### config.mk
export PLATFORM = sky130hd
export DESIGN_NAME = pcg_ctrl
export DESIGN_NICKNAME = d
export VERILOG_FILES = /design/src/rtl/pcg_pkg.sv /design/src/rtl/pcg_regs.sv /design/src/rtl/pcg_gate.sv /design/src/rtl/pcg_sleep_fsm.sv /design/src/rtl/pcg_ctrl.sv
export SDC_FILE = /design/constraint.sdc
export NUM_CORES = 1
export LEC_CHECK = 0
export ABC_AREA = 1
export BUFFER_PORTS_ARGS = -buffer_cell sky130_fd_sc_hd__buf_2
export CORE_AREA = 3 3 157 159
export DETAILED_ROUTE_END_ITERATION = 8
export DIE_AREA = 0 0 160 162
export PLACE_DENSITY = 0.65
export SYNTH_ARGS = -nofsm -noshare
export SYNTH_HDL_FRONTEND = slang
export SYNTH_SLANG_ARGS = --single-unit
### constraint.sdc
create_clock -name clk -period 2.5 [get_ports clk]
set_input_delay 0.25 -clock clk [delete_from_list [all_inputs] [get_ports clk]]
set_output_delay 0.25 -clock clk [all_outputs]
set_load 0.01 [all_outputs]
### src/rtl/pcg_pkg.sv
package pcg_pkg;

  localparam int BUS_W = 32;

  typedef enum logic [1:0] {
    ST_RUN   = 2'd0,
    ST_WAIT  = 2'd1,
    ST_LIGHT = 2'd2,
    ST_HEAVY = 2'd3
  } slp_state_e;

  localparam logic [7:0] A_CTRL        = 8'h00;
  localparam logic [7:0] A_OSC         = 8'h0C;
  localparam logic [7:0] A_SLPEN_BASE  = 8'h30;
  localparam logic [7:0] A_CLKREQ_BASE = 8'h50;

  localparam int CTRL_HEAVY_BIT  = 0;
  localparam int CTRL_ARM_BIT    = 3;
  localparam int CTRL_NOLOCK_BIT = 8;
  localparam int OSC_LOCK_BIT    = 8;

  // Address of register bank idx within a strided group
  function automatic logic bank_hit(input logic [7:0] addr,
                                    input logic [7:0] base,
                                    input int idx);
    return addr == (base + 8'(idx * 4));
  endfunction

  // Control word as seen on the bus
  function automatic logic [BUS_W-1:0] ctrl_word(input logic heavy,
                                                 input logic arm,
                                                 input logic nolock);
    logic [BUS_W-1:0] w;
    w = '0;
    w[CTRL_HEAVY_BIT]  = heavy;
    w[CTRL_ARM_BIT]    = arm;
    w[CTRL_NOLOCK_BIT] = nolock;
    return w;
  endfunction

  // Clock enables of one bank: a request always wins; otherwise the clock
  // stops if sleep-enabled or if the system is asleep.
  function automatic logic [BUS_W-1:0] gate_bank(input logic [BUS_W-1:0] slp,
                                                 input logic [BUS_W-1:0] req,
                                                 input logic asleep);
    return req | (~slp & {BUS_W{~asleep}});
  endfunction

  function automatic logic entry_ok(input logic lock, input logic nolock);
    return lock | nolock;
  endfunction

endpackage

### src/rtl/pcg_regs.sv
module pcg_regs
  import pcg_pkg::*;
#(
  parameter int NUM_BANKS = 5,
  parameter logic [NUM_BANKS*BUS_W-1:0] IMPL = '1,
  localparam int NPER = NUM_BANKS * BUS_W
) (
  input  logic             clk,
  input  logic             rst_n,
  input  logic             we,
  input  logic [7:0]       addr,
  input  logic [BUS_W-1:0] wdata,
  output logic [BUS_W-1:0] rdata,
  input  logic [NPER-1:0]  clk_req,
  input  logic             pll_lock,
  output logic [NPER-1:0]  slp_en,
  output logic             heavy_sel,
  output logic             arm,
  output logic             nolock
);

  logic [BUS_W-1:0] slp_q [NUM_BANKS];
  logic             ctrl_wr;

  assign ctrl_wr = we && (addr == A_CTRL);

  always_ff @(posedge clk or negedge rst_n) begin
    if (!rst_n) begin
      heavy_sel <= 1'b0;
      arm       <= 1'b0;
      nolock    <= 1'b0;
    end else if (ctrl_wr) begin
      heavy_sel <= wdata[CTRL_HEAVY_BIT];
      arm       <= wdata[CTRL_ARM_BIT];
      nolock    <= wdata[CTRL_NOLOCK_BIT];
    end
  end

  for (genvar b = 0; b < NUM_BANKS; b++) begin : g_bank
    localparam logic [BUS_W-1:0] MASK = IMPL[b*BUS_W +: BUS_W];
    logic bank_wr;
    assign bank_wr = we && bank_hit(addr, A_SLPEN_BASE, b);
    always_ff @(posedge clk or negedge rst_n) begin
      if (!rst_n)       slp_q[b] <= '0;
      else if (bank_wr) slp_q[b] <= wdata & MASK;
    end
    assign slp_en[b*BUS_W +: BUS_W] = slp_q[b];
  end

  always_comb begin
    rdata = '0;
    if (addr == A_CTRL) rdata = ctrl_word(heavy_sel, arm, nolock);
    if (addr == A_OSC)  rdata[OSC_LOCK_BIT] = pll_lock;
    for (int b = 0; b < NUM_BANKS; b++) begin
      if (bank_hit(addr, A_SLPEN_BASE, b))  rdata = slp_q[b];
      if (bank_hit(addr, A_CLKREQ_BASE, b)) rdata = clk_req[b*BUS_W +: BUS_W];
    end
  end

  AST_CTRL_MASKED: assert property (@(posedge clk) disable iff (!rst_n)
    ctrl_wr |=> {nolock, arm, heavy_sel} ==
                {$past(wdata[CTRL_NOLOCK_BIT]), $past(wdata[CTRL_ARM_BIT]),
                 $past(wdata[CTRL_HEAVY_BIT])});
  AST_SLP_HOLD: assert property (@(posedge clk) disable iff (!rst_n)
    !we |=> $stable(slp_en));

endmodule

### src/rtl/pcg_gate.sv
module pcg_gate
  import pcg_pkg::*;
#(
  parameter int NUM_BANKS = 5,
  localparam int NPER = NUM_BANKS * BUS_W
) (
  input  logic            clk,
  input  logic            rst_n,
  input  logic [NPER-1:0] slp_en,
  input  logic [NPER-1:0] clk_req,
  input  logic            asleep,
  output logic [NPER-1:0] clk_en
);

  for (genvar b = 0; b < NUM_BANKS; b++) begin : g_bank
    assign clk_en[b*BUS_W +: BUS_W] = gate_bank(slp_en[b*BUS_W +: BUS_W],
                                                clk_req[b*BUS_W +: BUS_W],
                                                asleep);
  end

  AST_REQ_HONOURED: assert property (@(posedge clk) disable iff (!rst_n)
    (clk_req & ~clk_en) == '0);

endmodule

### src/rtl/pcg_sleep_fsm.sv
module pcg_sleep_fsm
  import pcg_pkg::*;
(
  input  logic       clk,
  input  logic       rst_n,
  input  logic       cpu_sleep,
  input  logic       wake,
  input  logic       arm,
  input  logic       heavy_sel,
  input  logic       nolock,
  input  logic       pll_lock,
  input  logic       all_idle,
  output slp_state_e state,
  output logic       asleep
);

  slp_state_e st_q, st_d;
  logic       leave;
  logic       sleeping;

  assign leave    = wake || !cpu_sleep;
  assign sleeping = (st_q == ST_LIGHT) || (st_q == ST_HEAVY);
  assign asleep   = sleeping && !leave;
  assign state    = st_q;

  always_comb begin
    st_d = st_q;
    unique case (st_q)
      ST_RUN:  if (cpu_sleep && arm && !wake) st_d = ST_WAIT;
      ST_WAIT: begin
        if (leave) st_d = ST_RUN;
        else if (all_idle && entry_ok(pll_lock, nolock))
          st_d = heavy_sel ? ST_HEAVY : ST_LIGHT;
      end
      default: if (leave) st_d = ST_RUN;
    endcase
  end

  always_ff @(posedge clk or negedge rst_n) begin
    if (!rst_n) st_q <= ST_RUN;
    else        st_q <= st_d;
  end

  AST_UNARMED_RUN: assert property (@(posedge clk) disable iff (!rst_n)
    (st_q == ST_RUN && !arm) |=> st_q == ST_RUN);
  AST_HOLD_WAIT: assert property (@(posedge clk) disable iff (!rst_n)
    (st_q == ST_WAIT && !all_idle && !leave) |=> st_q == ST_WAIT);
  AST_LOCK_BLOCK: assert property (@(posedge clk) disable iff (!rst_n)
    (st_q == ST_WAIT && !pll_lock && !nolock) |=> !sleeping);
  AST_EXIT_RUN: assert property (@(posedge clk) disable iff (!rst_n)
    (st_q != ST_RUN && leave) |=> st_q == ST_RUN);

endmodule

### src/rtl/pcg_ctrl.sv
module pcg_ctrl
  import pcg_pkg::*;
#(
  parameter int NUM_BANKS = 5,
  parameter logic [NUM_BANKS*32-1:0] IMPL =
    {32'h0001_FFFF, 32'hFFFF_FFFF, 32'hFFFF_FFFF, 32'hFFFF_FFFF, 32'h0000_0003},
  localparam int NPER = NUM_BANKS * 32
) (
  input  logic            clk,
  input  logic            rst_n,
  input  logic            bus_we,
  input  logic [7:0]      bus_addr,
  input  logic [31:0]     bus_wdata,
  output logic [31:0]     bus_rdata,
  input  logic [NPER-1:0] clk_req,
  input  logic            pll_lock,
  input  logic            cpu_sleep,
  input  logic            wake,
  output logic [NPER-1:0] clk_en,
  output logic [1:0]      sleep_state
);

  logic [NPER-1:0] slp_en;
  logic            heavy_sel, arm, nolock;
  logic            all_idle, asleep;
  slp_state_e      st;

  assign all_idle    = ~|clk_req;
  assign sleep_state = st;

  pcg_regs #(.NUM_BANKS(NUM_BANKS), .IMPL(IMPL)) u_regs (
    .clk, .rst_n, .we(bus_we), .addr(bus_addr), .wdata(bus_wdata),
    .rdata(bus_rdata), .clk_req, .pll_lock, .slp_en,
    .heavy_sel, .arm, .nolock
  );

  pcg_sleep_fsm u_fsm (
    .clk, .rst_n, .cpu_sleep, .wake, .arm, .heavy_sel, .nolock,
    .pll_lock, .all_idle, .state(st), .asleep
  );

  pcg_gate #(.NUM_BANKS(NUM_BANKS)) u_gate (
    .clk, .rst_n, .slp_en, .clk_req, .asleep, .clk_en
  );

  AST_SLEEP_MIRROR: assert property (@(posedge clk) disable iff (!rst_n)
    ((st == ST_LIGHT || st == ST_HEAVY) && cpu_sleep && !wake)
      |-> clk_en == clk_req);

endmodule

==> results by group <==
Outcome
  • Status: completed

Min path
  • Worst Hold Launch: bus_wdata[17]
  • Min-Delay Path Class: in2reg
  • Min-Delay Path Depth: 3
  • Worst Hold Path EP: u_regs.slp_en[49]

Layout
  • Layout Nets: around 2000
  • Fin util: about half
  • Layout Area Growth over Synthesis: 34.6%
  • Commonest non-fill, non-tap cell in the layout: nand2_1
  • Layout cells sized above 1: about 27%
  • Most frequent cells in the layout: nand2_1, buf_2, inv_1, o21ai_0, dfrtp_1
  • Finished Cell Area: around 0.012 mm2

Timing
  • RSZ-0062 raised after global routing: no
  • Worst-margin pin slew: between 0.7 and 0.8 ns
  • Final Cycle Share: approximately nine tenths
  • Hold_ws: 0.110 ns
  • Final hold vios: 0
  • Clock Skews: approximately 0.007 ns
  • Final setup viols: 0
  • Fmax: about 450 MHz
  • Rel. slew slack: between 50% and 60%
  • Max-slew violations: 0
  • Period minus WS final: 2.23 ns
  • Final WS setup: approximately 0.27 ns
  • Post-Route Setup TNS: 0 ns

Worst setup path
  • Worst path slowest cell: nor2_4
  • Critical path class: in2out
  • CP required: approximately 2.3 ns
  • R2R depth: 9
  • R2R Path End: u_fsm.state[0]
  • Reg-to-reg slack, setup: 1.09 ns
  • Crit path max fanout: 23
  • Critical Path End Type: output port
  • Critical Path, Cell by Cell: buf_2 -> inv_1 -> nand2_1 -> nor2_4 -> nand2_2 -> inv_2 -> buf_12 -> nand2_1 -> o21ai_0 -> nand4_1 -> buf_2
  • WP data arrival: 1.98 ns
  • Element type at the critical path start: input pin
  • Max incr delay on CP: 0.22 ns
  • Reg2Reg Launch Point: u_regs.nolock

Synthesis
  • Synth async-reset ratio: 100%
  • Synth Net Count: 1594
  • Syn Inst Count: ~1400
  • Average instance area after synthesis: around 6.2 um2
  • Yosys warnings: 0
  • Synth unique cells: 33
  • Register area share after synthesis: a little over a third
  • Post-synth EDFFs: 0
  • Top_reg_cell synth: dfrtp_1
  • Seq cells post-synth: 120
  • Syn Std Cell Area: 0.00860 mm2

Floorplan
  • Core ar.: 0.0234 mm2
  • I/O pins: 400
  • Std-Cell Rows: 56
  • Die span in y: approximately 160 um
  • Initial Util: between 30% and 40%
  • Die Span X: 160 um
  • Die area: between 0.02 and 0.03 mm2

Clock network
  • Clk sinks: 120
  • Reg clk slew, reported paths: ~0.060 ns
  • Hold Buf Count CTS: 1
  • Post-CTS setup buffer count: 0
  • Clock Path Buffers: 2
  • Clk_lat worst skew: just over 0.4 ns
  • Post_cts resized: 0
  • CTS Root Cell: clkbuf_16
  • Total CTS buffers: 17
  • H-Tree Depth: 4
  • CTS tree: done

Placement
  • Post-DP HPWL: 31600 um
  • PortBufs: roughly 400
  • Place WS: ~0.32 ns
  • Routability cong.: 0.939
  • Post-DP Area: 0.0109 mm2

Detailed routing
  • Vias: 10800
  • ANT nets after route: 0
  • DRT iter0 DRCs: 1207
  • Total Wirelength: 41200 um
  • DR DRC count: 0
  • Vias per Instance: 5.14
  • Drt wl/cell: ~20 um
  • 1st-pass router iterations: 5

Power
  • Pwr Density: 475 mW/mm2
  • Clock group share of total power: approximately 48%
  • Internal: 3.94 mW
  • LEAKAGE: 6.07 nW
  • P_sw: approximately 1.6 mW
  • Comb pwr share: 13.5%
  • Flop pwr share: roughly two fifths
  • Sw frac: 28.3%
  • Max VDD drop: approximately 0.00034 V

Flow run
  • Max-cap violations: 0

GRT
  • GR Util All Layers: between 30% and 40%
  • Largest net degree at the start of global routing: 82
  • Initial antenna violation count: 4
  • Global-route wire length before repair: just over 60000 um
  • GR Overflow Total: 0
  • Vias in the first global route: about 10000
==> worst max-delay path: cells and delay by family <==
kind | cells | cell delay (ns)
compound gates | 1 | 0.13
buf+inv | 5 | 0.78
simple gates | 5 | 0.79
==> stage by stage <==
step / total power, mW / instances
6_report: 5.50 / 2099
5_1_grt: 5.71 / 2099
2_1_floorplan: 2.42 / 1388
3_5_place_dp: 2.88 / 2064
4_1_cts: 5.53 / 2097
3_3_place_gp: 2.88 / 2064
==> layer usage <==
metal / GRT usage (%) / vias up / wire length [um]
li1: - / 5127 / -
met1: 40.8 / 5000 / 17400
met2: 50.4 / 572 / 19400
met3: 5.59 / 80 / 3210
met4: 11.2 / 4 / 1190
met5: 0 / - / 23
==> state kept, by name, indices dropped and copies added (netlist names) <==
signal,cells
u_fsm.state,2
u_regs.arm,1
u_regs.heavy_sel,1
u_regs.nolock,1
u_regs.slp_en,115
==> layout make-up <==
cell class	instances	area, um2
fillers	2538	11800
multi-input cells	987	4450
flip-flops and latches	120	3000
repair buffers	421	2270
inverters	218	821
clock buffers	18	439
well taps	319	399
clock inverters	14	186
diodes	2	5.00
==> logic make-up after synthesis <==
| logic type | Yosys count | share of synthesized area, % |
|---|---|---|
| buffers and inverters | 281 | 13.4 |
| AOI/OAI and AO/OA | 294 | 18.3 |
| and+or+nand+nor | 693 | 33.4 |
| DFF | 120 | 34.9 |
==> power by group through the flow <==
stage	Sequential (mW)	Clock [mW]	Combinational (mW)
finish	2.13	2.63	0.741
global route	2.14	2.76	0.816
CTS	2.12	2.67	0.735
detailed placement	2.15	0	0.731
global placement	2.15	0	0.722
floorplan	2.13	0	0.296
==> worst max-delay path by stage <==
stage	start	to	cells past startpoint
3_3_place_gp	bus_addr[7]	bus_rdata[7]	11
3_5_place_dp	bus_addr[7]	bus_rdata[7]	11
6_report	bus_addr[7]	bus_rdata[7]	11
5_1_grt	bus_addr[7]	bus_rdata[7]	11
2_1_floorplan	bus_addr[7]	bus_rdata[28]	10
4_1_cts	bus_addr[7]	bus_rdata[7]	11
==> synthesized netlist by cell type, drive strengths merged (10+ instances only) <==
master | count | area share, %
nand2 | 489 | 22
o21ai | 245 | 14
inv | 216 | 9.4
dfrtp | 120 | 35
nor2 | 108 | 4.9
buf | 43 | 2.9
nand4 | 42 | 3.1
nand3 | 35 | 2.0
o21bai | 24 | 2.1
clkbuf | 20 | 0.87
a21oi | 10 | 0.58
o211ai | 10 | 0.87
or2 | 10 | 0.73
Note: power is estimated with default switching activity, not from simulation.
